==> src/rtl/boot_seq_pkg.sv <==
package boot_seq_pkg;
  typedef enum logic [2:0] {
    ST_IDLE     = 3'd0,
    ST_SDRAM    = 3'd1,
    ST_COPY     = 3'd2,
    ST_HOST     = 3'd3,
    ST_RUN      = 3'd4,
    ST_HOST_ACK = 3'd5
  } boot_state_e;

  typedef struct packed {
    logic       map_ext;
    logic [1:0] mem_type;
    logic [1:0] boot;
  } boot_cfg_t;

  localparam logic [1:0] MEM_SDRAM = 2'b01;
  localparam logic [1:0] BOOT_ROM  = 2'b01;
  localparam logic [1:0] BOOT_HOST = 2'b10;

  localparam logic [2:0] STAT_IDLE  = 3'd0;
  localparam logic [2:0] STAT_SDRAM = 3'd1;
  localparam logic [2:0] STAT_COPY  = 3'd2;
  localparam logic [2:0] STAT_HOST  = 3'd3;
  localparam logic [2:0] STAT_RUN   = 3'd4;
endpackage

==> src/rtl/boot_pin_latch.sv <==
module boot_pin_latch
  import boot_seq_pkg::*;
(
  input  logic      clk,
  input  logic      rst,
  input  logic      capture,
  input  boot_cfg_t pins,
  output boot_cfg_t cfg_q,
  output boot_cfg_t cfg_eff
);
  // Pins are stored only while the sequencer sits in idle after reset.
  always_ff @(posedge clk) begin
    if (rst) begin
      cfg_q <= '0;
    end else if (capture) begin
      cfg_q <= pins;
    end
  end

  // The decision at the capture edge must see the pins themselves.
  assign cfg_eff = capture ? pins : cfg_q;
endmodule

==> src/rtl/boot_flow_fsm.sv <==
module boot_flow_fsm
  import boot_seq_pkg::*;
#(
  parameter int SRC_W = 32,
  parameter int LEN_W = 16,
  parameter logic [SRC_W-1:0] ROM_SRC = 32'h0040_0000,
  parameter logic [LEN_W-1:0] ROM_LEN = 16'd1024
) (
  input  logic             clk,
  input  logic             rst,
  input  boot_cfg_t        cfg,
  input  logic             sdram_init_done,
  input  logic             dma_done,
  input  logic             host_done,
  output logic             in_idle,
  output logic             dma_req,
  output logic [SRC_W-1:0] dma_src,
  output logic [LEN_W-1:0] dma_len,
  output logic             cpu_run,
  output logic [2:0]       status
);
  boot_state_e state, nxt;

  always_comb begin
    nxt = state;
    unique case (state)
      ST_IDLE: begin
        if (cfg.boot == BOOT_ROM)       nxt = ST_COPY;
        else if (cfg.boot == BOOT_HOST) nxt = ST_HOST;
        else if (cfg.map_ext && cfg.mem_type == MEM_SDRAM) nxt = ST_SDRAM;
        else                            nxt = ST_RUN;
      end
      ST_SDRAM:    if (sdram_init_done) nxt = ST_RUN;
      ST_COPY:     if (dma_done)        nxt = ST_RUN;
      ST_HOST:     if (host_done)       nxt = ST_HOST_ACK;
      ST_HOST_ACK: nxt = ST_RUN;
      ST_RUN:      nxt = ST_RUN;
      default:     nxt = ST_IDLE;
    endcase
  end

  function automatic logic [2:0] stat_of(boot_state_e s);
    case (s)
      ST_SDRAM:              return STAT_SDRAM;
      ST_COPY:               return STAT_COPY;
      ST_HOST, ST_HOST_ACK:  return STAT_HOST;
      ST_RUN:                return STAT_RUN;
      default:               return STAT_IDLE;
    endcase
  endfunction

  logic issue;
  assign issue   = (state == ST_IDLE) && (nxt == ST_COPY);
  assign in_idle = (state == ST_IDLE);

  always_ff @(posedge clk) begin
    if (rst) begin
      state   <= ST_IDLE;
      cpu_run <= 1'b0;
      status  <= STAT_IDLE;
      dma_req <= 1'b0;
      dma_src <= '0;
      dma_len <= '0;
    end else begin
      state   <= nxt;
      cpu_run <= (nxt == ST_RUN);
      status  <= stat_of(nxt);
      dma_req <= issue;
      if (issue) begin
        dma_src <= ROM_SRC;
        dma_len <= ROM_LEN;
      end
    end
  end
endmodule

==> src/rtl/boot_seq_top.sv <==
module boot_seq_top
  import boot_seq_pkg::*;
#(
  parameter int SRC_W = 32,
  parameter int LEN_W = 16,
  parameter logic [SRC_W-1:0] ROM_SRC = 32'h0040_0000,
  parameter logic [LEN_W-1:0] ROM_LEN = 16'd1024
) (
  input  logic             clk,
  input  logic             rst,
  input  logic             cfg_map_ext,
  input  logic [1:0]       cfg_mem_type,
  input  logic [1:0]       cfg_boot,
  input  logic             sdram_init_done,
  input  logic             dma_done,
  input  logic             host_done,
  output logic             dma_req,
  output logic [SRC_W-1:0] dma_src,
  output logic [LEN_W-1:0] dma_len,
  output logic             cpu_run,
  output logic             map_ext,
  output logic [2:0]       status
);
  boot_cfg_t pins, cfg_q, cfg_eff;
  logic      in_idle;

  assign pins = '{map_ext: cfg_map_ext, mem_type: cfg_mem_type, boot: cfg_boot};

  boot_pin_latch u_latch (
    .clk     (clk),
    .rst     (rst),
    .capture (in_idle),
    .pins    (pins),
    .cfg_q   (cfg_q),
    .cfg_eff (cfg_eff)
  );

  boot_flow_fsm #(
    .SRC_W   (SRC_W),
    .LEN_W   (LEN_W),
    .ROM_SRC (ROM_SRC),
    .ROM_LEN (ROM_LEN)
  ) u_fsm (
    .clk             (clk),
    .rst             (rst),
    .cfg             (cfg_eff),
    .sdram_init_done (sdram_init_done),
    .dma_done        (dma_done),
    .host_done       (host_done),
    .in_idle         (in_idle),
    .dma_req         (dma_req),
    .dma_src         (dma_src),
    .dma_len         (dma_len),
    .cpu_run         (cpu_run),
    .status          (status)
  );

  assign map_ext = cfg_q.map_ext;
endmodule

==> config.mk <==
export PLATFORM = sky130hd
export DESIGN_NAME = boot_seq_top
export DESIGN_NICKNAME = d
export VERILOG_FILES = /design/src/rtl/boot_seq_pkg.sv /design/src/rtl/boot_pin_latch.sv /design/src/rtl/boot_flow_fsm.sv /design/src/rtl/boot_seq_top.sv
export SDC_FILE = /design/constraint.sdc
export NUM_CORES = 1
export LEC_CHECK = 0
export BUFFER_PORTS_ARGS = -buffer_cell sky130_fd_sc_hd__buf_2
export CAP_MARGIN = 30
export CORE_UTILIZATION = 40
export DETAILED_ROUTE_END_ITERATION = 8
export GPL_ROUTABILITY_DRIVEN = 0
export PLACE_DENSITY = 0.79
export SYNTH_ARGS = -nofsm -noshare
export SYNTH_HDL_FRONTEND = slang
export SYNTH_SLANG_ARGS = --single-unit
==> constraint.sdc <==
create_clock -name clk -period 2.9 [get_ports clk]
set_clock_uncertainty 0.1 [all_clocks]
set_input_delay 0.435 -clock clk [delete_from_list [all_inputs] [get_ports clk]]
set_output_delay 0.435 -clock clk [all_outputs]
set_load 0.02 [all_outputs]
# After elaboration in Yosys (flattened, before gate mapping)
# Cells that the tools add are included.
[word_totals]
regBits = 14
latchBits = 0
ramBits = 0
rom_bits = 0
word_cells = 35
n_memories = 0
[classes]
addsub = 0
n_mul = 0
div_mod_pow = 0
magnitude_cmp = 0
n_eq_ne = 13
shifts = 0
n_mux = 9
bitwise = 0
n_reduce_logical = 5
[op_table]
columns = ["cell", "count"]
rows = [
  ["$mux W3", 6],
  ["$pmux W3 S5", 1],
  ["$eq A3 B2 Y1 const B", 4],
  ["$eq A3 B3 Y1 const B", 4],
  ["$pmux W3 S4", 1],
  ["$eq A3 B1 Y1 const B", 2],
  ["$mux W5", 1],
  ["$eq A2 B1 Y1 const B", 2],
  ["$reduce_or A2 Y1", 2],
  ["$logic_not A3 Y1", 1],
  ["$eq A2 B2 Y1 const B", 1],
  ["$logic_and A1 B1 Y1", 2],
]

# Logic depth before layout (Yosys ltp)
[logic_depth]
word_depth = 11
ltp_mapped = 9
mapped_depth_nobuf = 8

# By module
# From an unflattened synthesis, not the netlist that was laid out.
[unflattened]
cells_unflattened = 107
area_unflattened_um2 = 1008.5
[by_module_without_submodules]
columns = ["mod", "n_inst", "cells_each", "area_each_um2", "seq_area_each_um2"]
rows = [
  ["boot_flow_fsm", 1, 92, 808.3, 160.2],
  ["boot_pin_latch", 1, 15, 200.2, 100.1],
]

# Least setup slack after synthesis
# OpenSTA, ideal clock, no wires.
[synth_path]
path_kind = "register to register"
start = "register u_fsm.state[0]"
end = "register u_fsm.status[1]"
t_arrival_ns = 1.983
t_required_ns = 2.716
path_slack_ns = 0.733
path_stages_with_launch = 10
path_cell_list = "dfxtp_1 -> buf_4 -> nor3_4 -> mux2i_1 -> inv_1 -> ha_1 -> mux2_4 -> o31ai_2 -> nand3b_1 -> o31ai_2"
[synth_lines]
columns = ["element", "line_no", "text"]
rows = [
  ["start, declared", "boot_flow_fsm.sv:22", "boot_state_e state, nxt;"],
  ["start signal, assigned", "boot_flow_fsm.sv:65", "state <= nxt;"],
  ["end signal, assigned", "boot_flow_fsm.sv:67", "status <= stat_of(nxt);"],
  ["end, declared", "boot_flow_fsm.sv:20", "output logic [2:0] status"],
]

==> flow_summary.toml <==
[global_route]
grt_overflow_total = 0
grt_usage_pct = 10.9
grt_antenna_before_repair = 0
grt_pass1_wl_um = 1970
grt_max_degree = 13
first_global_vias = 435

[timing]
fin_tns_setup_ns = 0
hold_viol = 0
fmax_mhz = 423
final_max_slew_viol_count = 0
setup_viol = 0
fin_crit_ns = 2.36
rsz0062_at_grt = "no"
hold_slack_ns = 0.355
min_period_over_period_pct = 81.5

[finish]
antenna_cells = 0
layout_common_cells = "conb_1 (46), buf_2 (17), dfxtp_1 (11), nor2_1 (7), inv_1 (5)"
layout_commonest_cell = "conb_1"
drive_gt1_share_pct = 22.2
final_net_count = 130
area_growth_pct = -6.51

[place]
dp_hpwl_um = 1000
io_buffers = 17

[clock_network]
post_cts_buffers = 0
cts_resized = 0
ctsRootBufferMaster = "clkbuf_4"
htree_levels = 1
numCtsBuffers = 3
cts.sink_count = 11
clkLatencyLatePin_ns = 0.27
clk_pin_slew_ns = 0.07
cts_tree = "built"
cts_hold_buf = 0
clk_path_buf_depth = 2

[synthesis]
async_flop_share_pct = 0
ys.flop_type = "dfxtp_1"
netlist_area_um2 = 885
ys_types = 23
synth.avg_cell_area_um2 = 8.76
yosys_warnings = 0
synth_edf_count = 0
yosys_register_bits = 11
yosysSeqAreaShare_pct = 24.9
postSynthCellCount = 101

[critical_path]
r2r_slack_ns = 0.54
cp.arrival_ns = 2.46
rr_worst_depth = 8
startpoint = "u_fsm.state[0]$_SDFF_PP0_"
crit_path_max_fanout = 7
regToRegEndpoint = "u_fsm.status[1]$_SDFF_PP0_"
cp-end-kind = "flop"
cp.required_ns = 2.99
crit_type = "flop to flop"
r2r_start = "u_fsm.state[0]$_SDFF_PP0_"
startpoint_type = "flop"
crit_path_end = "u_fsm.status[1]$_SDFF_PP0_"

[floorplanning]
core-area_um2 = 2020
dieHeight_um = 49.0
die_area_um2 = 2400
fp-row-count = 16
die_w_um = 49.0
ioPinCount = 64
initial_utilization_pct = 43.7

[drt]
num_vias = 568
drt_wl_total_um = 1230
vias_per_cell = 3.94
firstDrtPassIters = 4
drtIter0Drc = 7
routedWlPerCell_um = 8.54
route.detailed.drc = 0
ant_nets = 0

[power]
p_leak_uw = 0.000452
vdd_drop_max_mv = 0.288
pwr_density_cell_nw_per_um2 = 927

[run]
maxCapViolCount = 0

[hold_path]
holdCritPathClass = "input port to flop"

[outcome]
status = "finished, final reports clean"
[power by group]
group	internal (uW)	leakage (uW)	switching, uW
Combinational	166	0.000346	244
Clock	53.3	0.0000150	53.1
Sequential	199	0.0000905	50.6
[worst min-delay path by stage]
stage | start | end | slack, ns | depth (start not counted)
detailed placement | u_fsm.dma_src[22]$_SDFFE_PP0P_ | u_fsm.dma_src[22]$_SDFFE_PP0P_ | 0.36 | 2
global route | cfg_map_ext | u_latch.cfg_q[4]$_SDFF_PP0_ | 0.36 | 3
global placement | u_fsm.dma_src[22]$_SDFFE_PP0P_ | u_fsm.dma_src[22]$_SDFFE_PP0P_ | 0.35 | 2
CTS | cfg_map_ext | u_latch.cfg_q[4]$_SDFF_PP0_ | 0.36 | 3
floorplan | u_latch.cfg_q[1]$_SDFF_PP0_ | u_latch.cfg_q[1]$_SDFF_PP0_ | 0.38 | 2
finish | cfg_map_ext | u_latch.cfg_q[4]$_SDFF_PP0_ | 0.35 | 3
[cell families after synthesis]
group	count (synthesis)	share of synthesized area (%)
AO/OA/AOI/OAI	9	7.21
adder cells (fa/ha/maj)	2	2.83
buffers and inverters	55	44.1
flip-flops	11	24.9
multiplexers	5	6.22
other	1	0.424
AND/OR/NAND/NOR	18	14.3
[worst max-delay path, stage by stage, from the launching register on]
cell	delay, ns
dfxtp_1	0.42
nor3_4	0.29
mux2i_1	0.32
inv_1	0.08
ha_1	0.29
mux2_4	0.28
o31ai_2	0.29
nand3b_1	0.15
o31ai_2	0.08
[flip-flops by register name, summed over array words and instances, names as in the netlist]
| name | flops |
|---|---|
| u_fsm.status | 2 |
| u_fsm.cpu_run | 1 |
| u_fsm.dma_src | 1 |
| u_fsm.state | 3 |
| u_latch.cfg_q | 3 |
| u_fsm.dma_req | 1 |
[cells in the mapped netlist, drive strengths merged (2+ instances only)]
cell type  count  share of area (%)
mux2i          4                4.5
dfxtp         11                 25
inv            5                2.1
nor2           7                3.0
nand3b         2                1.7
a21oi          4                2.3
ha             2                2.8
buf           49                 42
o31ai          2                2.8
nor2b          2                1.4
[metal layers]
metal / global-route usage (%) / part of all wire (%) / vias to the layer above
met1: 11.7 / 38 / 257
met2: 17.6 / 51 / 46
met4: 5.88 / 1.3 / 0
met3: 5.30 / 9.6 / 2
li1: - / - / 263
met5: 0 / 0 / -
[final cells by class]
type | instances | area [um^2]
Clock buffer | 4 | 26.3
Sequential cell | 11 | 220
Tap cell | 27 | 33.8
Inverter | 5 | 18.8
Timing Repair Buffer | 17 | 85.1
Multi-Input combinational cell | 80 | 443
Fill cell | 215 | 1190
[stage by stage]
stage	setup WS, ns	std cells	utilization [%]	total power, uW	instance area (um^2)
after CTS	0.543	144	40.9	772	827
after floorplan	0.733	146	-	644	1050
after detailed placement	0.570	140	39.6	661	801
final	0.538	144	40.9	767	827
after global placement	0.664	140	39.6	645	801
after global routing	0.384	144	40.9	829	827
Power figures use the tool's default switching activity.
